===== src/rtl/seedgen_pkg.sv =====
`timescale 1ns/100ps
package seedgen_pkg;
  localparam int WORD_W = 32;

  // control bit positions
  localparam int CTL_SEL_BIT = 3;
  localparam int CTL_GO_BIT  = 4;

  // status bit positions
  localparam int ST_READY_BIT = 0;
  localparam int ST_SEEDS_BIT = 1;
  localparam int ST_BUSY_BIT  = 2;
  localparam int ST_PART_BIT  = 3;
  localparam int ST_MSG_BIT   = 4;
  localparam int ST_DONE_BIT  = 5;
  localparam int ST_ERR_BIT   = 7;

  // one Galois step, right shifting
  function automatic logic [WORD_W-1:0] lfsr_advance(input logic [WORD_W-1:0] s,
                                                     input logic [WORD_W-1:0] mask);
    logic [WORD_W-1:0] shifted;
    shifted = {1'b0, s[WORD_W-1:1]};
    return s[0] ? (shifted ^ mask) : shifted;
  endfunction

  // zero guard on a start state
  function automatic logic [WORD_W-1:0] nonzero_start(input logic [WORD_W-1:0] s,
                                                      input logic [WORD_W-1:0] subst);
    return (s == '0) ? subst : s;
  endfunction
endpackage


===== src/rtl/seedgen_seedtrk.sv =====
`timescale 1ns/100ps
module seedgen_seedtrk
  import seedgen_pkg::*;
#(
  parameter int NUM   = 5,
  parameter int IDX_W = (NUM > 1) ? $clog2(NUM) : 1
) (
  input  logic              clk,
  input  logic              rst_n,
  input  logic              wr_en,
  input  logic [IDX_W-1:0]  wr_idx,
  input  logic [WORD_W-1:0] wr_data,
  output logic              all_loaded,
  output logic [WORD_W-1:0] seed_fold
);
  logic [NUM-1:0]              loaded_q;
  logic [NUM-1:0][WORD_W-1:0]  seed_q;

  for (genvar i = 0; i < NUM; i++) begin : g_slot
    logic hit;
    assign hit = wr_en && (wr_idx == IDX_W'(i));
    always_ff @(posedge clk or negedge rst_n) begin
      if (!rst_n) begin
        loaded_q[i] <= 1'b0;
        seed_q[i]   <= '0;
      end else if (hit) begin
        loaded_q[i] <= 1'b1;
        seed_q[i]   <= wr_data;
      end
    end
  end

  always_comb begin
    seed_fold = '0;
    for (int i = 0; i < NUM; i++) seed_fold = seed_fold ^ seed_q[i];
  end

  assign all_loaded = &loaded_q;

  AST_SEEDS_STICKY: assert property (@(posedge clk) disable iff (!rst_n)
    all_loaded |=> all_loaded);
endmodule


===== src/rtl/seedgen_lfsr.sv =====
`timescale 1ns/100ps
module seedgen_lfsr
  import seedgen_pkg::*;
#(
  parameter int              NUM   = 5,
  parameter logic [WORD_W-1:0] MASK  = 32'h8020_0003,
  parameter logic [WORD_W-1:0] SUBST = 32'h5EED_0001,
  parameter int              IDX_W = (NUM > 1) ? $clog2(NUM) : 1
) (
  input  logic              clk,
  input  logic              rst_n,
  input  logic              load,
  input  logic [WORD_W-1:0] start_val,
  output logic              busy,
  output logic              step_vld,
  output logic [IDX_W-1:0]  step_idx,
  output logic [WORD_W-1:0] step_word,
  output logic              finish
);
  localparam logic [IDX_W-1:0] LAST = IDX_W'(NUM - 1);

  logic [WORD_W-1:0] state_q;
  logic [IDX_W-1:0]  cnt_q;
  logic              busy_q;
  logic [WORD_W-1:0] nxt;

  assign nxt = lfsr_advance(state_q, MASK);

  always_ff @(posedge clk or negedge rst_n) begin
    if (!rst_n) begin
      state_q <= '0;
      cnt_q   <= '0;
      busy_q  <= 1'b0;
    end else if (load) begin
      state_q <= nonzero_start(start_val, SUBST);
      cnt_q   <= '0;
      busy_q  <= 1'b1;
    end else if (busy_q) begin
      state_q <= nxt;
      if (cnt_q == LAST) begin
        busy_q <= 1'b0;
        cnt_q  <= '0;
      end else begin
        cnt_q <= cnt_q + 1'b1;
      end
    end
  end

  assign busy      = busy_q;
  assign step_vld  = busy_q;
  assign step_idx  = cnt_q;
  assign step_word = nxt;
  assign finish    = busy_q && (cnt_q == LAST);

  AST_STATE_NONZERO: assert property (@(posedge clk) disable iff (!rst_n)
    busy_q |-> (state_q != '0));
  AST_RUN_ENDS: assert property (@(posedge clk) disable iff (!rst_n)
    finish |=> !busy_q);
  AST_NO_LOAD_WHILE_BUSY: assert property (@(posedge clk) disable iff (!rst_n)
    busy_q |-> !load);
endmodule


===== src/rtl/seedgen_outbank.sv =====
`timescale 1ns/100ps
module seedgen_outbank
  import seedgen_pkg::*;
#(
  parameter int NUM   = 5,
  parameter int IDX_W = (NUM > 1) ? $clog2(NUM) : 1
) (
  input  logic                       clk,
  input  logic                       rst_n,
  input  logic                       wr_en,
  input  logic [IDX_W-1:0]           wr_idx,
  input  logic [WORD_W-1:0]          wr_data,
  output logic [NUM-1:0][WORD_W-1:0] words
);
  for (genvar i = 0; i < NUM; i++) begin : g_word
    always_ff @(posedge clk or negedge rst_n) begin
      if (!rst_n)                              words[i] <= '0;
      else if (wr_en && wr_idx == IDX_W'(i))  words[i] <= wr_data;
    end
  end
endmodule


===== src/rtl/seedgen_periph.sv =====
`timescale 1ns/100ps
module seedgen_periph
  import seedgen_pkg::*;
#(
  parameter int              ADDR_W    = 9,
  parameter int              NUM       = 5,
  parameter logic [ADDR_W-1:0] CTL_OFF   = 9'h000,
  parameter logic [ADDR_W-1:0] ST_OFF    = 9'h010,
  parameter logic [ADDR_W-1:0] SEED_OFF  = 9'h140,
  parameter logic [ADDR_W-1:0] OUT_OFF   = 9'h160,
  parameter logic [31:0]     LFSR_MASK = 32'h8020_0003,
  parameter logic [31:0]     ZERO_SUB  = 32'h5EED_0001
) (
  input  logic              clk,
  input  logic              rst_n,
  input  logic              bus_sel,
  input  logic              bus_wr,
  input  logic [ADDR_W-1:0] bus_addr,
  input  logic [31:0]       bus_wdata,
  output logic [31:0]       bus_rdata
);
  localparam int IDX_W = (NUM > 1) ? $clog2(NUM) : 1;
  localparam int WA_W  = ADDR_W - 2;
  localparam logic [WA_W-1:0] SEED_WA = SEED_OFF[ADDR_W-1:2];
  localparam logic [WA_W-1:0] OUT_WA  = OUT_OFF[ADDR_W-1:2];

  // decode
  logic            aligned;
  logic [WA_W-1:0] wa, seed_rel, out_rel;
  logic            hit_ctl, hit_st, hit_seed, hit_out;
  logic            wr_ctl, wr_st, wr_seed;

  assign aligned  = (bus_addr[1:0] == 2'b00);
  assign wa       = bus_addr[ADDR_W-1:2];
  assign seed_rel = wa - SEED_WA;
  assign out_rel  = wa - OUT_WA;
  assign hit_ctl  = (bus_addr == CTL_OFF);
  assign hit_st   = (bus_addr == ST_OFF);
  assign hit_seed = aligned && (seed_rel < WA_W'(NUM));
  assign hit_out  = aligned && (out_rel  < WA_W'(NUM));
  assign wr_ctl   = bus_sel && bus_wr && hit_ctl;
  assign wr_st    = bus_sel && bus_wr && hit_st;
  assign wr_seed  = bus_sel && bus_wr && hit_seed;

  // seed tracking
  logic        seeds_ok;
  logic [31:0] fold;

  seedgen_seedtrk #(.NUM(NUM), .IDX_W(IDX_W)) u_seeds (
    .clk        (clk),
    .rst_n      (rst_n),
    .wr_en      (wr_seed),
    .wr_idx     (seed_rel[IDX_W-1:0]),
    .wr_data    (bus_wdata),
    .all_loaded (seeds_ok),
    .seed_fold  (fold)
  );

  // launch and generator
  logic             gen_busy, gen_vld, gen_finish, launch;
  logic [IDX_W-1:0] gen_idx;
  logic [31:0]      gen_word;

  assign launch = wr_ctl && bus_wdata[CTL_SEL_BIT] && bus_wdata[CTL_GO_BIT]
                  && seeds_ok && !gen_busy;

  seedgen_lfsr #(.NUM(NUM), .MASK(LFSR_MASK), .SUBST(ZERO_SUB), .IDX_W(IDX_W)) u_gen (
    .clk       (clk),
    .rst_n     (rst_n),
    .load      (launch),
    .start_val (fold),
    .busy      (gen_busy),
    .step_vld  (gen_vld),
    .step_idx  (gen_idx),
    .step_word (gen_word),
    .finish    (gen_finish)
  );

  logic [NUM-1:0][31:0] out_words;

  seedgen_outbank #(.NUM(NUM), .IDX_W(IDX_W)) u_out (
    .clk     (clk),
    .rst_n   (rst_n),
    .wr_en   (gen_vld),
    .wr_idx  (gen_idx),
    .wr_data (gen_word),
    .words   (out_words)
  );

  // control register: start bit is never held
  logic [31:0] ctl_q;
  always_ff @(posedge clk or negedge rst_n) begin
    if (!rst_n)      ctl_q <= '0;
    else if (wr_ctl) ctl_q <= bus_wdata & ~(32'd1 << CTL_GO_BIT);
  end

  // software-writable completion flags; hardware completion wins for done
  logic done_q, msg_q, part_q;
  always_ff @(posedge clk or negedge rst_n) begin
    if (!rst_n) begin
      done_q <= 1'b0;
      msg_q  <= 1'b0;
      part_q <= 1'b0;
    end else begin
      if (wr_st) begin
        done_q <= bus_wdata[ST_DONE_BIT];
        msg_q  <= bus_wdata[ST_MSG_BIT];
        part_q <= bus_wdata[ST_PART_BIT];
      end
      if (gen_finish) done_q <= 1'b1;
    end
  end

  logic [31:0] status;
  always_comb begin
    status               = '0;
    status[ST_READY_BIT] = 1'b1;
    status[ST_SEEDS_BIT] = seeds_ok;
    status[ST_BUSY_BIT]  = gen_busy;
    status[ST_PART_BIT]  = part_q;
    status[ST_MSG_BIT]   = msg_q;
    status[ST_DONE_BIT]  = done_q;
    status[ST_ERR_BIT]   = 1'b0;
  end

  // read mux
  always_comb begin
    bus_rdata = '0;
    if (hit_ctl)      bus_rdata = ctl_q;
    else if (hit_st)  bus_rdata = status;
    else if (hit_out) bus_rdata = out_words[out_rel[IDX_W-1:0]];
  end

  AST_LAUNCH_GATED: assert property (@(posedge clk) disable iff (!rst_n)
    launch |-> seeds_ok);
  AST_DONE_ON_FINISH: assert property (@(posedge clk) disable iff (!rst_n)
    $fell(gen_busy) |-> done_q);
  AST_BUSY_AFTER_LAUNCH: assert property (@(posedge clk) disable iff (!rst_n)
    launch |=> gen_busy);
  AST_GO_NOT_HELD: assert property (@(posedge clk) disable iff (!rst_n)
    wr_ctl |=> !ctl_q[CTL_GO_BIT]);
endmodule


===== config.mk =====
export PLATFORM = sky130hd
export DESIGN_NAME = seedgen_periph
export DESIGN_NICKNAME = d
export VERILOG_FILES = /design/src/rtl/seedgen_pkg.sv /design/src/rtl/seedgen_seedtrk.sv /design/src/rtl/seedgen_lfsr.sv /design/src/rtl/seedgen_outbank.sv /design/src/rtl/seedgen_periph.sv
export SDC_FILE = /design/constraint.sdc
export NUM_CORES = 1
export LEC_CHECK = 0
export BUFFER_PORTS_ARGS = -buffer_cell sky130_fd_sc_hd__buf_2
export CAP_MARGIN = 20
export CORE_AREA = 2 2 170 172
export CTS_BUF_LIST = sky130_fd_sc_hd__clkbuf_16
export CTS_CLUSTER_DIAMETER = 50
export DETAILED_ROUTE_END_ITERATION = 16
export DIE_AREA = 0 0 172 174
export GPL_TIMING_DRIVEN = 0
export PLACE_DENSITY = 0.83
export SLEW_MARGIN = 15
export SYNTH_ARGS = -nofsm -noshare
export SYNTH_HDL_FRONTEND = slang
export SYNTH_SLANG_ARGS = --single-unit

===== constraint.sdc =====
create_clock -name clk -period 5.4 [get_ports clk]
set_input_delay 0.54 -clock clk [delete_from_list [all_inputs] [get_ports clk]]
set_output_delay 0.54 -clock clk [all_outputs]
set_load 0.01 [all_outputs]

### Word-level counts from Yosys, hierarchy flattened

Index checks and enable logic that the tools add are counted.

| word-level totals | value |
|---|---|
| latch bits | 0 |
| memories kept | 0 |
| input bits | 45 |
| bits in read-only memories | 0 |
| output and inout bits | 32 |
| bits in writable memories | 0 |
| register bits after elaboration | 395 |
| logic and storage cells | 88 |

| cells by class | value |
|---|---|
| divide/modulo/power cells | 0 |
| bitwise gates (word level) | 5 |
| equality and inequality tests | 9 |
| shift-type cells | 0 |
| order comparisons | 3 |
| reduce and logical (&&, ||, !) cells | 29 |
| multipliers | 0 |
| multiplexer cells | 17 |
| $add $sub $neg | 3 |

Operators with widths:

| cell | number |
|---|---|
| two-way mux 32 bit | 8 |
| bitwise XOR 32 bit | 4 |
| binary-select mux 32 bit (select 3 bit) | 1 |
| logical NOT 32 bit | 1 |
| logical AND 1 bit | 20 |
| < comparator 7 x 3 -> 1 bit (second input constant) | 2 |
| subtractor 7 bit (second input constant) | 2 |
| equality test 3 x 2 -> 1 bit (second input constant) | 4 |
| equality test 9 x 5 -> 1 bit (second input constant) | 1 |
| logical NOT 9 bit | 1 |
| two-way mux 3 bit | 3 |
| equality test 3 x 1 -> 1 bit (second input constant) | 2 |
| equality test 3 bit (second input constant) | 2 |
| logical NOT 3 bit | 2 |
| two-way mux 1 bit | 5 |
| AND reduction 5 bit | 1 |
| < comparator 3 x 4 -> 1 bit (second input constant) | 1 |
| NOT 3 -> 4 bit | 1 |
| nonzero test 2 bit | 2 |
| adder 3 x 1 -> 3 bit (second input constant) | 1 |
| logical NOT 2 bit | 1 |
| logical NOT 1 bit | 1 |

### Depth between registers and ports, before layout

Gate-level depths: netlist (run 1).

| logic depth | value |
|---|---|
| depth in word-level cells | 7 |
| depth in mapped cells | 9 |

### Modules after synthesis

Synthesis (run 1) repeated with hierarchy kept, for this count alone.

| second synthesis, totals | value |
|---|---|
| cell total of the unflattened synthesis | 1399 |
| area total of the unflattened synthesis | 18978.2 um^2 |

By module, submodules not included:

| module | cells each | instances | area an instance (um^2) | seq. area each (um^2) |
|---|---|---|---|---|
| seedgen_seedtrk | 452 | 1 | 7526.0 | 4129.0 |
| seedgen_outbank | 343 | 1 | 6033.3 | 4003.8 |
| seedgen_periph | 384 | 1 | 3360.7 | 850.8 |
| seedgen_lfsr | 220 | 1 | 2058.2 | 900.9 |

### Worst setup path after synthesis (run 1)

OpenSTA, ideal clock, no wires.

| timing path | value |
|---|---|
| path type | input -> output |
| start point | input port bus_addr[7] |
| end point | output port bus_rdata[15] |
| stages on the path | 6 |
| required time | 4860 ps |
| slack | 2672 ps |
| data arrival time | 2188 ps |
| buffers on the path | 1 |
| cells stage by stage | inv_1 > ha_1 > xor2_1 > or4b_2 > clkbuf_1 > o31ai_1 |

| on the way | value |
|---|---|
| longest elaborated chain between the ends | 6 |

Ends and longest elaborated chain:

| element | RTL line | text |
|---|---|---|
| from (decl) | seedgen_periph.sv:18 | `input logic [ADDR_W-1:0] bus_addr,` |
| subtractor 7 bit | seedgen_periph.sv:36 | `assign out_rel = wa - OUT_WA;` |
| < comparator 7 x 3 -> 1 bit | seedgen_periph.sv:40 | `assign hit_out = aligned && (out_rel < WA_W'(NUM));` |
| logical AND 1 bit | seedgen_periph.sv:40 |  |
| two-way mux 32 bit | seedgen_periph.sv:131 | `else if (hit_out) bus_rdata = out_words[out_rel[IDX_W-1:0]];` |
| two-way mux 32 bit | seedgen_periph.sv:130 | `else if (hit_st) bus_rdata = status;` |
| two-way mux 32 bit (*) | seedgen_periph.sv:129 | `if (hit_ctl) bus_rdata = ctl_q;` |
| to (decl) | seedgen_periph.sv:20 | `output logic [31:0] bus_rdata` |

Mark *: on every way between the ends. The rest lies on a longest branch, timed or not.

### Final worst setup path (run 1)

Same ends and word-level chain as after synthesis.

==> results of run 1 <==
-- power groups by stage --
stage / logic (mW) / registers (mW) / clock network, mW
2_1_floorplan: 0.116 / 3.04 / 0
6_report: 0.267 / 2.99 / 2.60
3_3_place_gp: 0.251 / 3.05 / 0
4_1_cts: 0.269 / 2.99 / 2.64
5_1_grt: 0.292 / 2.99 / 2.78
3_5_place_dp: 0.266 / 3.05 / 0
-- placed cells by master, fill, tap and decap left out, types with 12 or more instances in the layout --
cell / count
o21ai_0: 66
a22oi_1: 19
nand2_1: 56
clkbuf_16: 43
a21oi_1: 36
nor2_1: 37
dfrtp_1: 395
o31ai_1: 12
mux2i_1: 15
xnor2_1: 68
mux2_1: 119
nor2b_1: 13
clkbuf_1: 45
xnor3_1: 32
o22ai_1: 32
inv_1: 17
clkinv_1: 13
buf_2: 83
mux2_2: 228
-- stage by stage --
step | utilization (%) | power, mW | hold slack (ns) | setup TNS [ns]
final | 71.4 | 5.86 | 0.0693 | 0
after global routing | 71.4 | 6.06 | 0.125 | 0
after CTS | 71.4 | 5.90 | 0.0874 | 0
after detailed placement | 67.0 | 3.31 | 0.452 | 0
after global placement | 66.7 | 3.30 | 0.444 | -1420.23
after floorplan | - | 3.16 | 0.244 | 0
-- metal layers --
metal  track usage (%)  vias up  share of wire, %
met1              41.4     5842                42
met3              4.87      117               6.4
li1                  -     4935                 -
met4              12.2        2               4.0
met5                 0        -             0.026
met2              46.8      456                48
-- worst max-delay path, cell delays in order --
cell	delay, ns
buf_2	0.13
inv_1	0.10
ha_1	0.17
nand4_1	0.40
nor2_1	0.92
clkbuf_1	0.49
nand2_1	0.21
o31ai_1	0.14
buf_2	0.20
-- worst paths after layout --
path	start	endpoint	slack, ns	depth (start not counted)
max	bus_addr[7]	bus_rdata[15]	1.56	9
min	rst_n	u_out.words[82]	0.07	1
max reg2reg	u_gen.busy	u_out.words[51]	2.83	6
min reg2reg	u_seeds.loaded_q[3]	u_seeds.loaded_q[3]	0.47	1
max in group asynchronous	rst_n	u_seeds.seed_q[103]	3.96	3
min in group clk	bus_wdata[26]	u_seeds.seed_q[122]	0.31	2
-- layout make-up --
class,count,area (um2)
Antenna cell,1,2.50
Buffer,69,382
Multi-Input combinational cell,822,7660
Tap cell,384,480
Sequential cell,395,9880
Inverter,11,41.3
Clock inverter,33,171
Timing Repair Buffer,79,473
Fill cell,1868,8060
Clock buffer,43,1080
-- sequential cells by signal, summed over array words and instances (netlist names) --
name,flops
u_out.words,160
u_gen.state_q,32
ctl_q,31
u_gen.busy,1
u_seeds.seed_q,160
msg_q,1
u_gen.step_idx,3
done_q,1
u_seeds.loaded_q,5
part_q,1
-- cells in the mapped netlist, types with 11 or more instances --
cell / n
o22ai_1: 32
o21ai_0: 66
nand2_1: 56
xnor2_1: 68
a22oi_1: 19
xnor3_1: 32
nor2b_1: 13
clkbuf_1: 45
and3_1: 11
a21oi_1: 36
mux2_2: 228
mux2_1: 119
mux2i_1: 15
nor2_1: 37
dfrtp_1: 395
o31ai_1: 12
-- kinds of logic after synthesis --
kind of cell | count (synthesis)
flops | 395
xor+xnor | 101
simple gates | 156
buf+inv | 80
compound gates | 185
fa+ha+maj | 8
mux | 372
==> flow_metrics.tcl, run 1 <==
set metrics [dict create \
    status "completed" \
    synth_edf_count 0 \
    yosys-top-cells-area "dfrtp_1 (55%), mux2_2 (14%), mux2_1 (7.5%), xnor3_1 (4.0%), xnor2_1 (3.3%)" \
    clock-sinks 395 \
    required_ns 4.86 \
    end_kind "output port" \
    core_um2 28200 \
    rsz0062_at_grt "false" \
    dieArea_um2 29900 \
    synth_area_per_cell_um2 13.8 \
    worstMarginPinSlew_ns 0.993 \
    place.gp.congestion 0.875 \
    grt_pass1_wl_um 66900 \
    synth.area.mux_share_pct 23.8 \
    fin_area_um2 20200 \
    fmax_ghz 0.260 \
    critPathKind "in2out" \
    postSynth.asyncResetShare_pct 100 \
    hpwlAfterDp_um 30000 \
    routedWlPerCell_um 23.2 \
    clkTransAtPathRegs_ns 0.06 \
    yosys.area_share.simple_pct 4.66 \
    fin_worst_skew_ns 0.00865 \
    synth_top_area_share_pct 55.0 \
    num_io_pins 77 \
    chipWidth_um 172 \
    via_per_inst 6.18 \
    intPower_mw 4.51 \
    pre_cts_ws_ns 1.65 \
    cts_tree "yes" \
    hold_buffers 0 \
    vias 11400 \
    dpl_cell_area_um2 18900 \
    setup_violations 0 \
    p_comb_share_pct 4.6 \
    crit_arrival_ns 3.30 \
    clock_power_share_pct 44.4 \
    synth.net_count 1350 \
    numCtsBuffers 41 \
    syn-cell-area_um2 18000 \
    syn_to_final_growth_pct 12.3 \
    nets 1472 \
    synth-compound-area-share_pct 6.17 \
    p_switching_mw 1.35 \
    synth_xor_area_share_pct 7.38 \
    finalCriticalPeriod_ns 3.84 \
    grt_util_all_layers_pct 29.6 \
    ys_types 52 \
    route.detailed.drc 0 \
    syn_inst 1297 \
    wirelength_um 42700 \
    slew_violations 0 \
    ir_drop_mv 0.305 \
    drtPass1Iterations 5 \
    rows 62 \
    power.leakage_nw 10.1 \
    synth_fa_ha_area_share_pct 0.557 \
    seq_area_frac_synth_pct 55.0 \
    power-per-cell-area_nw_per_um2 291 \
    insertion_delay_ns 0.53 \
    grt_max_degree 108 \
    h-tree-depth 2 \
    hp-class "in2async" \
    drive_gt1_share_pct 28.4 \
    synth_top_family_by_area "multiplexers" \
    ant_nets 0 \
    finalHoldViolCount 0 \
    postCtsSetupBuffers 0 \
    port_buffers 76 \
    synth_largest_area_cell "dfrtp_1" \
    antenna_found_initial 2 \
    overflow 0 \
    drtIter0Drc 856 \
    initial_core_util_pct 63.6 \
    cap_viol_max_count 0 \
    cts_resized 0 \
    seqPwrFrac_pct 51.0 \
    ys_ff_latch 395 \
    setup_slack_ns 1.56 \
    slew_headroom_pct 33.6 \
    yosysWarnings 0 \
    period_share_pct 71.2 \
    root_buffer "clkbuf_16" \
    dpl.cell_count 1760 \
    critical_path.max_fanout 10 \
    cp-start-kind "primary input" \
    swShare_pct 23.0 \
    ys.flop_type "dfrtp_1" \
    grt_pass1_vias 11700 \
    clock_path_buffers 3 \
    layout.cells.non_filler 1837 \
    die_h_um 174 \
]
Note: power is estimated with default switching activity, not from simulation.
==> run 2: changes to the inputs <==
Settings changed: CORE_AREA 2 2 170 172 to 2 2 174 176, DIE_AREA 0 0 172 174 to 0 0 176 178, PLACE_DENSITY 0.83 to 0.8.
Clock period 5.4 ns to 3.9 ns, I/O delays scaled along.
==> run 2 against run 1 <==
Net effect: via count down 0.28%; flip-flop and latch count unchanged; sequential power up 38%; sequential share of layout area down 0.34 points; largest power group unchanged; die area up 4.7%.
==> flow_metrics.tcl, run 2 (synthesis gave the netlist of run 1 again) <==
set metrics [dict create \
    grtUsageMet1_pct 39.7 \
    dpl.cell_count 1767 \
    vias 11300 \
    power.leakage_nw 10.2 \
    power_mw 8.40 \
    end_kind "output port" \
    root_buffer "clkbuf_16" \
    period_share_pct 96.3 \
    route.detailed.drc 0 \
    dieArea_um2 31300 \
    core_um2 29400 \
    antenna_found_initial 5 \
    port_buffers 76 \
    hp-class "in2reg" \
    fill_cells 2009 \
    nets 1476 \
    syn_to_final_growth_pct 13.1 \
    grt_max_degree 101 \
    rows 63 \
    drtPass1Iterations 4 \
    clock_path_buffers 3 \
    grt_pass1_wl_um 67700 \
    finalHoldViolCount 0 \
    fmax_ghz 0.266 \
    routedWlPerCell_um 23.4 \
    setup_violations 0 \
    power-per-cell-area_nw_per_um2 413 \
    ant_nets 0 \
    status "completed" \
    drtIter0Drc 831 \
    num_io_pins 77 \
    hpwlAfterDp_um 30600 \
    cap_viol_max_count 0 \
    chipWidth_um 176 \
    required_ns 3.51 \
    top_usage_layer "met2" \
    worstMarginPinSlew_ns 1.18 \
    clock-sinks 395 \
    die_h_um 178 \
    cts_tree "yes" \
    via_per_inst 6.14 \
    use_met3_pct 4.92 \
    reg_top3 "u_out.words x160, u_seeds.seed_q x160, u_gen.state_q x32" \
    final_cell_mix "dfrtp_1 (395), mux2_2 (228), mux2_1 (119), buf_2 (83), xnor2_1 (68)" \
    initial_core_util_pct 61.1 \
    hold_buffers 1 \
    slew_headroom_pct 21.0 \
    overflow 0 \
    critical_path.max_fanout 10 \
    place.gp.congestion 0.877 \
    finalCriticalPeriod_ns 3.75 \
    postCtsSetupBuffers 0 \
    crit_arrival_ns 3.36 \
    numCtsBuffers 43 \
    final_common_cell "dfrtp_1" \
    cp-start-kind "primary input" \
    cts_resized 0 \
    slew_violations 0 \
    layout.cells.non_filler 1844 \
    clkTransAtPathRegs_ns 0.06 \
    critPathKind "in2out" \
    fin_worst_skew_ns 0.0193 \
    grt_util_all_layers_pct 28.6 \
    wirelength_um 43100 \
    r2r_slack_ns 1.36 \
    rsz0062_at_grt "false" \
    ir_drop_mv 0.316 \
    h-tree-depth 2 \
    insertion_delay_ns 0.54 \
    drive_gt1_share_pct 28.6 \
    hold_ws_ns 0.152 \
    grt_pass1_vias 11800 \
    grt_use_met2_pct 45.7 \
]
run 2: changes by cell type in the layout (fill, tap and decap cells not counted), moves of 2 or more:
cell	change
bufinv_16	+3
inv_1	-2
inv_6	-2
clkinv_1	-2
clkbuf_16	+2
run 2: final timing paths:
check                                          from                  end  cells after the start
worst max-delay path                    bus_addr[7]        bus_rdata[15]                      9
worst min-delay path                  bus_wdata[12]   u_seeds.seed_q[44]                      2
worst max register to register           u_gen.busy      u_out.words[16]                      6
worst min register to register  u_seeds.loaded_q[0]  u_seeds.loaded_q[0]                      1
max in group asynchronous                     rst_n             ctl_q[1]                      4
min in group asynchronous                     rst_n      u_out.words[83]                      2
run 2: worst max-delay path, stage by stage:
cell and delay (ns):
buf_2 0.12, inv_1 0.10, ha_1 0.18, nand4_1 0.40, nor2_1 1.06, clkbuf_1 0.49
nand2_1 0.23, o31ai_1 0.17, buf_2 0.21
run 2: where the power goes:
group	internal (mW)	switching (mW)	total, mW
logic	0.123	0.249	0.372
registers	4.12	0.0185	4.14
clock network	2.28	1.60	3.88
run 2: cell type report:
class,instances,area (um2),share of cell area (%)
antenna,2,5.00,0.0246
buffer,69,382,1.88
clock buffer,45,1130,5.54
clock inverter,29,213,1.05
inverter,11,41.3,0.203
multi-input combinational,822,7660,37.7
sequential,395,9880,48.7
tap,390,488,2.40
timing repair buffer,81,510,2.51
run 2: metrics by stage:
step / setup TNS, ns / utilization [%] / worst slack (ns) / instance area, um2
after global routing: 0 / 69.1 / 0.139 / 20300
after detailed placement: 0 / 64.5 / 0.348 / 19000
after global placement: -1962.63 / 64.0 / -5.00 / 18800
after CTS: 0 / 69.1 / 0.320 / 20300
after floorplan: 0 / - / 1.47 / 18000
final: 0 / 69.1 / 0.146 / 20300
run 2: routing by layer:
layer / vias to the layer above / wire (um)
met3: 107 / 2670
met4: 6 / 1470
met5: - / 32
li1: 4949 / -
met1: 5886 / 18400
met2: 372 / 20600
